===== config.mk =====
export PLATFORM = sky130hd
export DESIGN_NAME = fdiv_spread_bank
export DESIGN_NICKNAME = d
export VERILOG_FILES = /design/src/rtl/fdiv_pkg.sv /design/src/rtl/fdiv_frac_acc.sv /design/src/rtl/fdiv_tri_mod.sv /design/src/rtl/fdiv_channel.sv /design/src/rtl/fdiv_spread_bank.sv
export SDC_FILE = /design/constraint.sdc
export NUM_CORES = 1
export LEC_CHECK = 0
export ABC_CLOCK_PERIOD_IN_PS = 9000
export BUFFER_PORTS_ARGS = -buffer_cell sky130_fd_sc_hd__buf_2
export CAP_MARGIN = 20
export CELL_PAD_IN_SITES_DETAIL_PLACEMENT = 1
export CELL_PAD_IN_SITES_GLOBAL_PLACEMENT = 2
export CORE_MARGIN = 2
export CORE_UTILIZATION = 37
export CTS_CLUSTER_SIZE = 8
export DETAILED_ROUTE_END_ITERATION = 8
export PLACE_DENSITY = 0.86
export SYNTH_ARGS = -nofsm -noshare
export SYNTH_HDL_FRONTEND = slang
export SYNTH_SLANG_ARGS = --single-unit
export TNS_END_PERCENT = 100

===== constraint.sdc =====
create_clock -name clk_vco -period 9 [get_ports clk_vco]
set_input_delay 1.8 -clock clk_vco [delete_from_list [all_inputs] [get_ports clk_vco]]
set_output_delay 1.8 -clock clk_vco [all_outputs]
set_load 0.02 [all_outputs]

===== src/rtl/fdiv_pkg.sv =====
`timescale 1ns/1ps
package fdiv_pkg;
   typedef enum logic [1:0] {
      CH_IDLE = 2'd0,
      CH_WAIT = 2'd1,
      CH_RUN  = 2'd2
   } ch_state_e;
endpackage


===== src/rtl/fdiv_frac_acc.sv =====
`timescale 1ns/1ps
module fdiv_frac_acc #(
   parameter int W_FRAC = 10
) (
   input  logic              clk,
   input  logic              rst_n,
   input  logic              clr,
   input  logic              step,
   input  logic [W_FRAC:0]   inc,
   input  logic [W_FRAC-1:0] den,
   output logic              carry
);
   localparam int W_SUM = W_FRAC + 2;

   logic [W_FRAC-1:0] acc_q;
   logic [W_SUM-1:0]  sum;
   logic [W_SUM-1:0]  wrapped;

   always_comb begin
      sum     = {2'b00, acc_q} + {1'b0, inc};
      carry   = (sum >= {2'b00, den});
      wrapped = sum - {2'b00, den};
   end

   always_ff @(posedge clk or negedge rst_n) begin
      if (!rst_n)     acc_q <= '0;
      else if (clr)   acc_q <= '0;
      else if (step)  acc_q <= carry ? wrapped[W_FRAC-1:0] : sum[W_FRAC-1:0];
   end
endmodule


===== src/rtl/fdiv_tri_mod.sv =====
`timescale 1ns/1ps
module fdiv_tri_mod #(
   parameter int W = 10
) (
   input  logic         clk,
   input  logic         rst_n,
   input  logic         clr,
   input  logic         step,
   input  logic [W-1:0] amt,
   output logic [W-1:0] lvl_o
);
   logic [W-1:0] lvl_q;
   logic         up_q;

   always_ff @(posedge clk or negedge rst_n) begin
      if (!rst_n) begin
         lvl_q <= '0;
         up_q  <= 1'b1;
      end else if (clr) begin
         lvl_q <= '0;
         up_q  <= 1'b1;
      end else if (step) begin
         if (up_q) begin
            if (lvl_q < amt) lvl_q <= lvl_q + 1'b1;
            else begin
               up_q  <= 1'b0;
               lvl_q <= (lvl_q == '0) ? '0 : lvl_q - 1'b1;
            end
         end else begin
            if (lvl_q == '0) begin
               up_q  <= 1'b1;
               lvl_q <= (amt != '0) ? {{(W-1){1'b0}}, 1'b1} : '0;
            end else lvl_q <= lvl_q - 1'b1;
         end
      end
   end

   assign lvl_o = lvl_q;
endmodule


===== src/rtl/fdiv_channel.sv =====
`timescale 1ns/1ps
module fdiv_channel
   import fdiv_pkg::*;
#(
   parameter int W_INT      = 8,
   parameter int W_FRAC     = 10,
   parameter int W_PH       = 6,
   parameter bit HAS_CENTER = 1'b1
) (
   input  logic              clk,
   input  logic              rst_n,
   input  logic              en,
   input  logic [W_INT-1:0]  div_int,
   input  logic [W_FRAC-1:0] num,
   input  logic [W_FRAC-1:0] den,
   input  logic [W_PH-1:0]   ph,
   input  logic              inv,
   input  logic              sp_on,
   input  logic              sp_center,
   input  logic [W_FRAC-1:0] sp_amt,
   output logic              clk_o
);
   localparam int W_LEN = W_INT + 1;

   if (W_INT < 2)  begin : g_bad_int  $error("W_INT must be at least 2");  end
   if (W_FRAC < 2) begin : g_bad_frac $error("W_FRAC must be at least 2"); end
   if (W_PH < 1)   begin : g_bad_ph   $error("W_PH must be at least 1");   end

   ch_state_e         st_q, st_n;
   logic [W_PH-1:0]   wcnt_q, wcnt_n;
   logic [W_LEN-1:0]  pos_q, pos_n, len_q, len_n;
   logic              inv_q, inv_n, out_q, out_n;
   logic              start, carry;
   logic [W_FRAC-1:0] lvl;
   logic [W_FRAC:0]   inc;

   if (HAS_CENTER) begin : g_center
      always_comb begin
         if (!sp_on)         inc = {1'b0, num};
         else if (sp_center) inc = {1'b0, num} - {1'b0, sp_amt >> 1} + {1'b0, lvl};
         else                inc = {1'b0, num} + {1'b0, lvl};
      end
   end else begin : g_down_only
      always_comb inc = sp_on ? ({1'b0, num} + {1'b0, lvl}) : {1'b0, num};
   end

   fdiv_frac_acc #(.W_FRAC(W_FRAC)) u_acc (
      .clk(clk), .rst_n(rst_n), .clr(!en), .step(start),
      .inc(inc), .den(den), .carry(carry)
   );

   fdiv_tri_mod #(.W(W_FRAC)) u_tri (
      .clk(clk), .rst_n(rst_n), .clr(!en || !sp_on), .step(start),
      .amt(sp_amt), .lvl_o(lvl)
   );

   always_comb begin
      st_n   = st_q;
      wcnt_n = wcnt_q;
      pos_n  = pos_q;
      len_n  = len_q;
      inv_n  = inv_q;
      start  = 1'b0;
      case (st_q)
         CH_IDLE: if (en) begin
            st_n   = CH_WAIT;
            wcnt_n = sp_on ? '0 : ph;
         end
         CH_WAIT: if (wcnt_q == '0) start = 1'b1;
                  else wcnt_n = wcnt_q - 1'b1;
         default: if (pos_q == len_q - 1'b1) start = 1'b1;
                  else pos_n = pos_q + 1'b1;
      endcase
      if (start) begin
         st_n  = CH_RUN;
         pos_n = '0;
         len_n = {1'b0, div_int} + {{(W_LEN-1){1'b0}}, carry};
         inv_n = inv;
      end
      if (!en) begin
         st_n  = CH_IDLE;
         start = 1'b0;
      end
      out_n = en && (st_n == CH_RUN) && ((pos_n < (len_n >> 1)) ^ inv_n);
   end

   always_ff @(posedge clk or negedge rst_n) begin
      if (!rst_n) begin
         st_q   <= CH_IDLE;
         wcnt_q <= '0;
         pos_q  <= '0;
         len_q  <= '0;
         inv_q  <= 1'b0;
         out_q  <= 1'b0;
      end else begin
         st_q   <= st_n;
         wcnt_q <= wcnt_n;
         pos_q  <= pos_n;
         len_q  <= len_n;
         inv_q  <= inv_n;
         out_q  <= out_n;
      end
   end

   assign clk_o = out_q;
endmodule


===== src/rtl/fdiv_spread_bank.sv =====
`timescale 1ns/1ps
module fdiv_spread_bank #(
   parameter int NCH    = 4,
   parameter int W_INT  = 8,
   parameter int W_FRAC = 10,
   parameter int W_PH   = 6
) (
   input  logic                  clk_vco,
   input  logic                  rst_n,
   input  logic                  spread_off,
   input  logic [NCH-1:0]        chan_en,
   input  logic [NCH*W_INT-1:0]  div_int,
   input  logic [NCH*W_FRAC-1:0] frac_num,
   input  logic [NCH*W_FRAC-1:0] frac_den,
   input  logic [NCH*W_PH-1:0]   phase_dly,
   input  logic [NCH-1:0]        out_inv,
   input  logic [NCH-1:0]        sprd_en,
   input  logic [NCH-1:0]        sprd_center,
   input  logic [NCH*W_FRAC-1:0] sprd_amt,
   output logic [NCH-1:0]        clk_out
);
   if (NCH < 1) begin : g_bad_nch $error("NCH must be at least 1"); end

   for (genvar c = 0; c < NCH; c++) begin : g_ch
      fdiv_channel #(
         .W_INT(W_INT), .W_FRAC(W_FRAC), .W_PH(W_PH), .HAS_CENTER(1'b1)
      ) u_ch (
         .clk       (clk_vco),
         .rst_n     (rst_n),
         .en        (chan_en[c]),
         .div_int   (div_int[c*W_INT +: W_INT]),
         .num       (frac_num[c*W_FRAC +: W_FRAC]),
         .den       (frac_den[c*W_FRAC +: W_FRAC]),
         .ph        (phase_dly[c*W_PH +: W_PH]),
         .inv       (out_inv[c]),
         .sp_on     (sprd_en[c] & ~spread_off),
         .sp_center (sprd_center[c]),
         .sp_amt    (sprd_amt[c*W_FRAC +: W_FRAC]),
         .clk_o     (clk_out[c])
      );
   end
endmodule


== Word-level counts from Yosys, hierarchy flattened ==
Index checks and enable logic that the tools add are counted.

* Bits in registers: 196
* Bits of input ports: 195
* Output and inout bits: 4
* Word-level logic and storage cells: 313

* Add/subtract/negate cells: 44
* $lt $le $gt $ge: 12
* Equal/unequal tests: 24
* Muxes and demuxes: 132
* Bitwise operators: 9
* Reductions and logical operators: 52

{| class="wikitable"
|+ Operator list
! kind !! number
|-
| 10-bit 2-to-1 mux || 36
|-
| 9-bit 2-to-1 mux || 16
|-
| 11-bit 2-to-1 mux || 8
|-
| 6-bit 2-to-1 mux || 12
|-
| 10-bit by 11-bit adder with 12-bit output || 4
|-
| 12-bit by 10-bit >= comparator with 1-bit output || 4
|-
| 6-bit one-hot mux with 2 select lines || 4
|-
| 10-bit by 10-bit adder with 11-bit output || 4
|-
| 11-bit by 10-bit adder with 11-bit output || 4
|-
| 10-bit by 9-bit subtractor with 11-bit output || 4
|-
| 10-bit by 1-bit adder with 10-bit output, second input constant || 4
|-
| 10-bit zero test || 4
|-
| 10-bit < comparator || 4
|-
| 1-bit 2-to-1 mux || 40
|-
| 10-bit nonzero test || 4
|-
| 10-bit by 1-bit subtractor with 10-bit output, second input constant || 4
|-
| 10-bit subtractor || 4
|-
| 8-bit by 1-bit adder with 9-bit output || 4
|-
| 9-bit by 1-bit adder with 9-bit output, second input constant || 4
|-
| 9-bit equality test || 4
|-
| 9-bit by 8-bit < comparator with 1-bit output || 4
|-
| 9-bit by 1-bit subtractor with 9-bit output, second input constant || 4
|-
| 6-bit zero test || 4
|-
| 2-bit 2-to-1 mux || 12
|-
| other kinds (16) || 77
|}

== Longest topological paths before layout ==
* Depth after elaboration: 11
* Mapped depth: 41
* Depth with buffers taken out: 40

== By module ==
Synthesis repeated with hierarchy kept, for this count alone.

* Cell total of the unflattened synthesis: 2,933
* Area total of the unflattened synthesis: 24,003.0 µm²

{| class="wikitable"
|+ By module, submodules not included
! module !! times used !! cells each !! area each (µm²) !! sequential area each (µm²)
|-
| fdiv_channel (g_ch[1].u_ch ...) || 2 || 408 || 3,340.7 || 700.7
|-
| fdiv_frac_acc || 4 || 171 || 1,443.9 || 250.2
|-
| fdiv_tri_mod (g_ch[0].u_ch.u_tri ...) || 3 || 157 || 1,237.4 || 276.5
|-
| fdiv_channel (g_ch[2].u_ch) || 1 || 410 || 3,338.2 || 700.7
|-
| fdiv_channel (g_ch[0].u_ch) || 1 || 393 || 3,223.1 || 700.7
|-
| fdiv_tri_mod (g_ch[3].u_ch.u_tri) || 1 || 155 || 1,247.4 || 276.5
|-
| fdiv_spread_bank || 1 || 4 || 25.0 || 0.0
|}

== Worst setup path after synthesis ==
OpenSTA, ideal clock, no wires.

* Kind: input -> register
* From: in frac_num[31]
* To: reg g_ch[3].u_ch.out_q
* Setup time: 121 ps
* Data arrival time: 8,654 ps
* Data required time: 8,879 ps
* Slack: 225 ps
* Cell stages on the path: 40
* Path buffers: 1
* Cell sequence: inv_1 > fa_1 > inv_1 > fa_1 > a21o_1 > a21oi_1 > o21bai_1 > a21oi_1 > xnor2_1 > nand2_1 > o211ai_1 > o21ai_0 > ha_1 > a21oi_1 > o21ai_0 > xor2_1 > ha_1 > nand4_1 > (+4 left out) > nor3_1 > mux2_2 > buf_2 > inv_1 > ha_1 > ha_1 > nand3_1 > xnor2_1 > mux2i_1 > ha_1 > a21o_1 > a21oi_1 > nor2b_1 > o21ai_0 > nand2b_1 > a2111oi_0 > xnor2_1 > nor2_1

* Longest elaborated chain between the ends: 11
* Elaborated cells between the ends (all ways): 12
* Those cells by class: add/sub: 5; order compare: 2; mux: 3; bitwise: 1; reduce/logical: 1

{| class="wikitable"
|+ RTL lines
! element !! RTL line !! text
|-
| start: declaration || fdiv_spread_bank.sv:13 || <nowiki>input logic [NCH*W_FRAC-1:0] frac_num,</nowiki>
|-
| 10-bit by 9-bit subtractor with 11-bit output || fdiv_channel.sv:40 || <nowiki>else if (sp_center) inc = {1'b0, num} - {1'b0, sp_amt >> 1} + {1'b0, lvl};</nowiki>
|-
| 11-bit by 10-bit adder with 11-bit output || fdiv_channel.sv:40 ||
|-
| 11-bit 2-to-1 mux || fdiv_channel.sv:40 ||
|-
| 11-bit 2-to-1 mux * || fdiv_channel.sv:39 || <nowiki>if (!sp_on) inc = {1'b0, num};</nowiki>
|-
| 10-bit by 11-bit adder with 12-bit output * || fdiv_frac_acc.sv:20 || <nowiki>sum = {2'b00, acc_q} + {1'b0, inc};</nowiki>
|-
| 12-bit by 10-bit >= comparator with 1-bit output * || fdiv_frac_acc.sv:21 || <nowiki>carry = (sum >= {2'b00, den});</nowiki>
|-
| 8-bit by 1-bit adder with 9-bit output * || fdiv_channel.sv:77 || <nowiki>len_n = {1'b0, div_int} + {{(W_LEN-1){1'b0}}, carry};</nowiki>
|-
| 9-bit 2-to-1 mux * || fdiv_channel.sv:74 || <nowiki>if (start) begin</nowiki>
|-
| 9-bit by 8-bit < comparator with 1-bit output * || fdiv_channel.sv:84 || <nowiki>out_n = en && (st_n == CH_RUN) && ((pos_n < (len_n >> 1)) ^ inv_n);</nowiki>
|-
| 1-bit bitwise XOR * || fdiv_channel.sv:84 ||
|-
| 1-bit logical AND * || fdiv_channel.sv:84 ||
|-
| via g_ch[3].u_ch.out_n || fdiv_channel.sv:32 || <nowiki>logic inv_q, inv_n, out_q, out_n;</nowiki>
|-
| end signal: assignment || fdiv_channel.sv:101 || <nowiki>out_q <= out_n;</nowiki>
|-
| end: declaration || fdiv_channel.sv:32 ||
|}

The timed path passes the listed nets; every way through them passes the cells marked *.
A chain may end at the register's enable or synchronous reset.

== Worst setup path in the final report ==
* From: in frac_num[21]
* To: reg g_ch[2].u_ch.out_q

* Longest elaborated chain between the ends: 11
* Elaborated cells between the ends (all ways): 12
* Those cells by class: add/sub: 5; order compare: 2; mux: 3; bitwise: 1; reduce/logical: 1

{| class="wikitable"
|+ RTL lines
! element !! RTL line
|-
| 10-bit by 9-bit subtractor with 11-bit output || fdiv_channel.sv:40
|-
| 11-bit by 10-bit adder with 11-bit output || fdiv_channel.sv:40
|-
| 11-bit 2-to-1 mux || fdiv_channel.sv:40
|-
| 11-bit 2-to-1 mux * || fdiv_channel.sv:39
|-
| 10-bit by 11-bit adder with 12-bit output * || fdiv_frac_acc.sv:20
|-
| 12-bit by 10-bit >= comparator with 1-bit output * || fdiv_frac_acc.sv:21
|-
| 8-bit by 1-bit adder with 9-bit output * || fdiv_channel.sv:77
|-
| 9-bit 2-to-1 mux * || fdiv_channel.sv:74
|-
| 9-bit by 8-bit < comparator with 1-bit output * || fdiv_channel.sv:84
|-
| 1-bit bitwise XOR * || fdiv_channel.sv:84
|-
| 1-bit logical AND * || fdiv_channel.sv:84
|-
| via g_ch[2].u_ch.out_n || fdiv_channel.sv:32
|-
| end signal: assignment || fdiv_channel.sv:101
|-
| end: declaration || fdiv_channel.sv:32
|}

Marks and branches as above.

==> summary.md <==
| Metric | Value |
|---|---|
| Outcome | completed |
| Final std cells w/o fill | between 3000 and 4000 |
| Worst slew pin tran | ~1.1 ns |
| DRC errors left | 0 |
| CP top delay family | compound AO/OA/AOI/OAI gates |
| Vias/cell | ~5.4 |
| Critical Path End Type | register |
| Peak supply drop | 0.153 mV |
| Setup_tns | 0 ns |
| Period utilisation layout | 0.960 |
| Pre-CTS setup slack | -0.510 ns |
| Slowest CP cell | fa_1 |
| Drt pass-1 iters | 5 |
| Die height | 248 µm |
| Layout net count | between 3000 and 4000 |
| Rows | 89 |
| DRT iter0 DRCs | 681 |
| Initial antenna violation count | 9 |
| FF+latch count, synth | 196 |
| Setup crit start kind | input port |
| Routed wire length | about 70 mm |
| YS warnings | 0 |
| Max-cap violations | 0 |
| Post-DRT Antenna Nets | 0 |
| Vias | 20900 |
| Clock transition at path regs | 0.08 ns |
| Clock Sinks | between 150 and 200 |
| Cell variety after synth | 96 |
| Ports | ~200 |
| Hold Path Class | register to register |
| Starting Density | 0.374 |
| Layout cells sized above 1 | 0.158 |
| Avg Cell Area, Syn | about 8 µm² |
| First-pass GRT wire length | 114 mm |
| Num CTS Buffers | 17 |
| Area delta synth->final | 16.9% |
| CTS tree | done |
| Worst-skew pair later-pin latency | 0.51 ns |
| Predominant post-synthesis flop cell | dfrtp_1 |
| GP Congestion | just under 0.9 |
| Fraction of registers with async set or reset after synthesis | 1.00 |
| Commonest non-fill, non-tap cell in the layout | inv_1 |
| Cell Pwr Density | 204 mW/mm² |
| Multi-input gate area | about 0.016 mm² |
| GR Util All Layers | 0.230 |
| Fin Clk Skew | 0.0181 ns |
| Sequential share of the synthesized area | 0.223 |
| WS Path Type | input port to register |
| Die ar. | just over 0.06 mm² |
| Vias in the first global route | around 22000 |
| Largest net degree at the start of global routing | 94 |
| Top-area cell type share of the netlist area | 0.218 |
| Most frequent cells in the layout | inv_1 (355), ha_1 (269), o21ai_0 (203) |
| Final worst slack | roughly 0.36 ns |
| Hold Violations, Final | 0 |
| Placed Area | 0.0249 mm² |
| Root buffer cell | clkbuf_16 |
| Wire length per cell | about 18 µm |
| Slew HR | 0.261 |
| Critical Path RT | 9.42 ns |
| Hold buffers post-CTS | 0 |
| Fin area | 0.0257 mm² |
| Port bufs | slightly below 200 |
| Pleak | roughly 13 nW |
| Syn Nets | roughly 3200 |
| Synth area leader | dfrtp_1 |
| Synth Cell Area | roughly 0.022 mm² |
| Post-Synthesis Cells | about 2700 |
| Most Frequent Cell on Critical Path | ha_1 |
| GR Overflow Total | 0 |
| FILL cells | ~7200 |
| Crit-path max cell delay | between 0.5 and 0.6 ns |
| DP Cell Count | ~3800 |
| Post-synth EDFFs | 0 |
| Final Setup Violations | 0 |
| Slew Limit Fails | 0 |
| Fmax | between 0.1 and 0.15 GHz |
| Clk buf depth | 2 |
| FF+latch area | approximately 0.0049 mm² |
| H-tree level count | 4 |
| Final Power | 0.00524 W |
| CP arrival | between 9 and 10 ns |
| Crit path time final | 8.64 ns |
| Crit-path max FO | 4 |
| Core ar. | 0.0589 mm² |
| Synth area leaders | dfrtp_1 (22%), ha_1 (15%), inv_1 (6.1%) |
| DP Wirelength | 57.5 mm |
| WP buf/inv | 7 |
| Die Wd | roughly 250 µm |
worst min-delay path, cell delays in order, from the launching register on:
cell	delay, ns
dfrtp_1	0.35
nand2_1	0.05
o21ai_1	0.06
cell type report:
| class | instances | share of cell area |
|---|---|---|
| clock inverter | 14 | 0.00574 |
| timing repair buffer | 376 | 0.0909 |
| tap | 773 | 0.0376 |
| multi-input combinational | 2106 | 0.605 |
| clock buffer | 18 | 0.0171 |
| inverter | 356 | 0.0519 |
| sequential | 196 | 0.191 |
| antenna | 5 | 0.000486 |
per-stage QoR:
stage | utilization | hold WS (ns)
finish | 0.437 | 0.500
global route | 0.437 | 0.535
CTS | 0.433 | 0.506
detailed placement | 0.423 | 0.489
global placement | 0.423 | 0.471
floorplan | - | 0.456
layer usage:
layer,routed length (µm),track usage,up-vias
li1,-,-,10300
met1,31500,0.286,10300
met2,35300,0.405,253
met3,2140,0.0391,89
met4,1410,0.0699,10
met5,64,0,-
cells by family (layout without fill, tap and decap cells):
logic type      after synthesis  count (layout)  share of synthesized area
compound gates              743             743                      0.211
xor+xnor                    195             195                     0.0776
fa+ha+maj                   318             318                      0.197
buf+inv                     423             764                     0.0749
flops                       196             196                      0.223
mux                          87              87                     0.0405
other cells                   0               5                          0
simple gates                763             763                      0.176
synthesized netlist by cell type, types with 20 or more instances:
cell,n
a21o_1,56
and3_1,20
o21bai_1,20
nand2b_1,55
xor2_1,66
o21ai_0,217
or3_1,20
a21oi_1,169
dfrtp_1,192
o21ai_1,39
inv_1,355
nor3_1,61
xnor2_1,129
nand2_1,173
nor2_1,169
a31oi_1,30
nand4_1,41
clkbuf_1,39
o21a_1,30
mux2i_1,73
fa_1,48
ha_1,270
a211oi_1,31
nor2b_1,51
nand3_1,84
worst paths after layout:
| check | end | startpoint | depth (start not counted) | slack (ns) |
|---|---|---|---|---|
| worst max register to register | g_ch[2].u_ch.clk_o$_DFF_PN0_ | g_ch[2].u_ch.u_tri.lvl_o[1]$_DFFE_PN0P_ | 40 | 1.17 |
| worst max-delay path | g_ch[2].u_ch.clk_o$_DFF_PN0_ | frac_num[21] | 41 | 0.36 |
| worst min-delay path | g_ch[1].u_ch.u_acc.acc_q[2]$_DFFE_PN0P_ | g_ch[1].u_ch.u_acc.acc_q[2]$_DFFE_PN0P_ | 2 | 0.50 |
| max in group asynchronous | g_ch[0].u_ch.u_acc.acc_q[7]$_DFFE_PN0P_ | rst_n | 2 | 6.12 |
| min in group asynchronous | g_ch[2].u_ch.u_tri.lvl_o[7]$_DFFE_PN0P_ | rst_n | 1 | 1.38 |
| worst min register to register | g_ch[1].u_ch.u_acc.acc_q[2]$_DFFE_PN0P_ | g_ch[1].u_ch.u_acc.acc_q[2]$_DFFE_PN0P_ | 2 | 0.50 |
repair_timing:
item                       4_1_cts  5_1_grt
resized for setup                0       42
setup buffers                    0        4
setup endpoints to repair        0        4
power breakdown:
part           switching [W]  total, W  internal, W
Combinational        0.00168   0.00312      0.00143
Sequential          0.000235   0.00131      0.00108
Clock               0.000414  0.000811     0.000397
Total                0.00233   0.00524      0.00291
state kept, by name (all words and copies together) (netlist names):
| signal | flops |
|---|---|
| g_ch.u_ch.u_acc.acc_q | 40 |
| g_ch.u_ch.u_tri.lvl_o | 40 |
| g_ch.u_ch.len_q | 36 |
| g_ch.u_ch.pos_q | 36 |
| g_ch.u_ch.wcnt_q | 24 |
| g_ch.u_ch.st_q | 8 |
| g_ch.u_ch.clk_o | 4 |
| g_ch.u_ch.inv_q | 4 |
| g_ch.u_ch.u_tri.up_q | 4 |
Power figures use the tool's default switching activity.
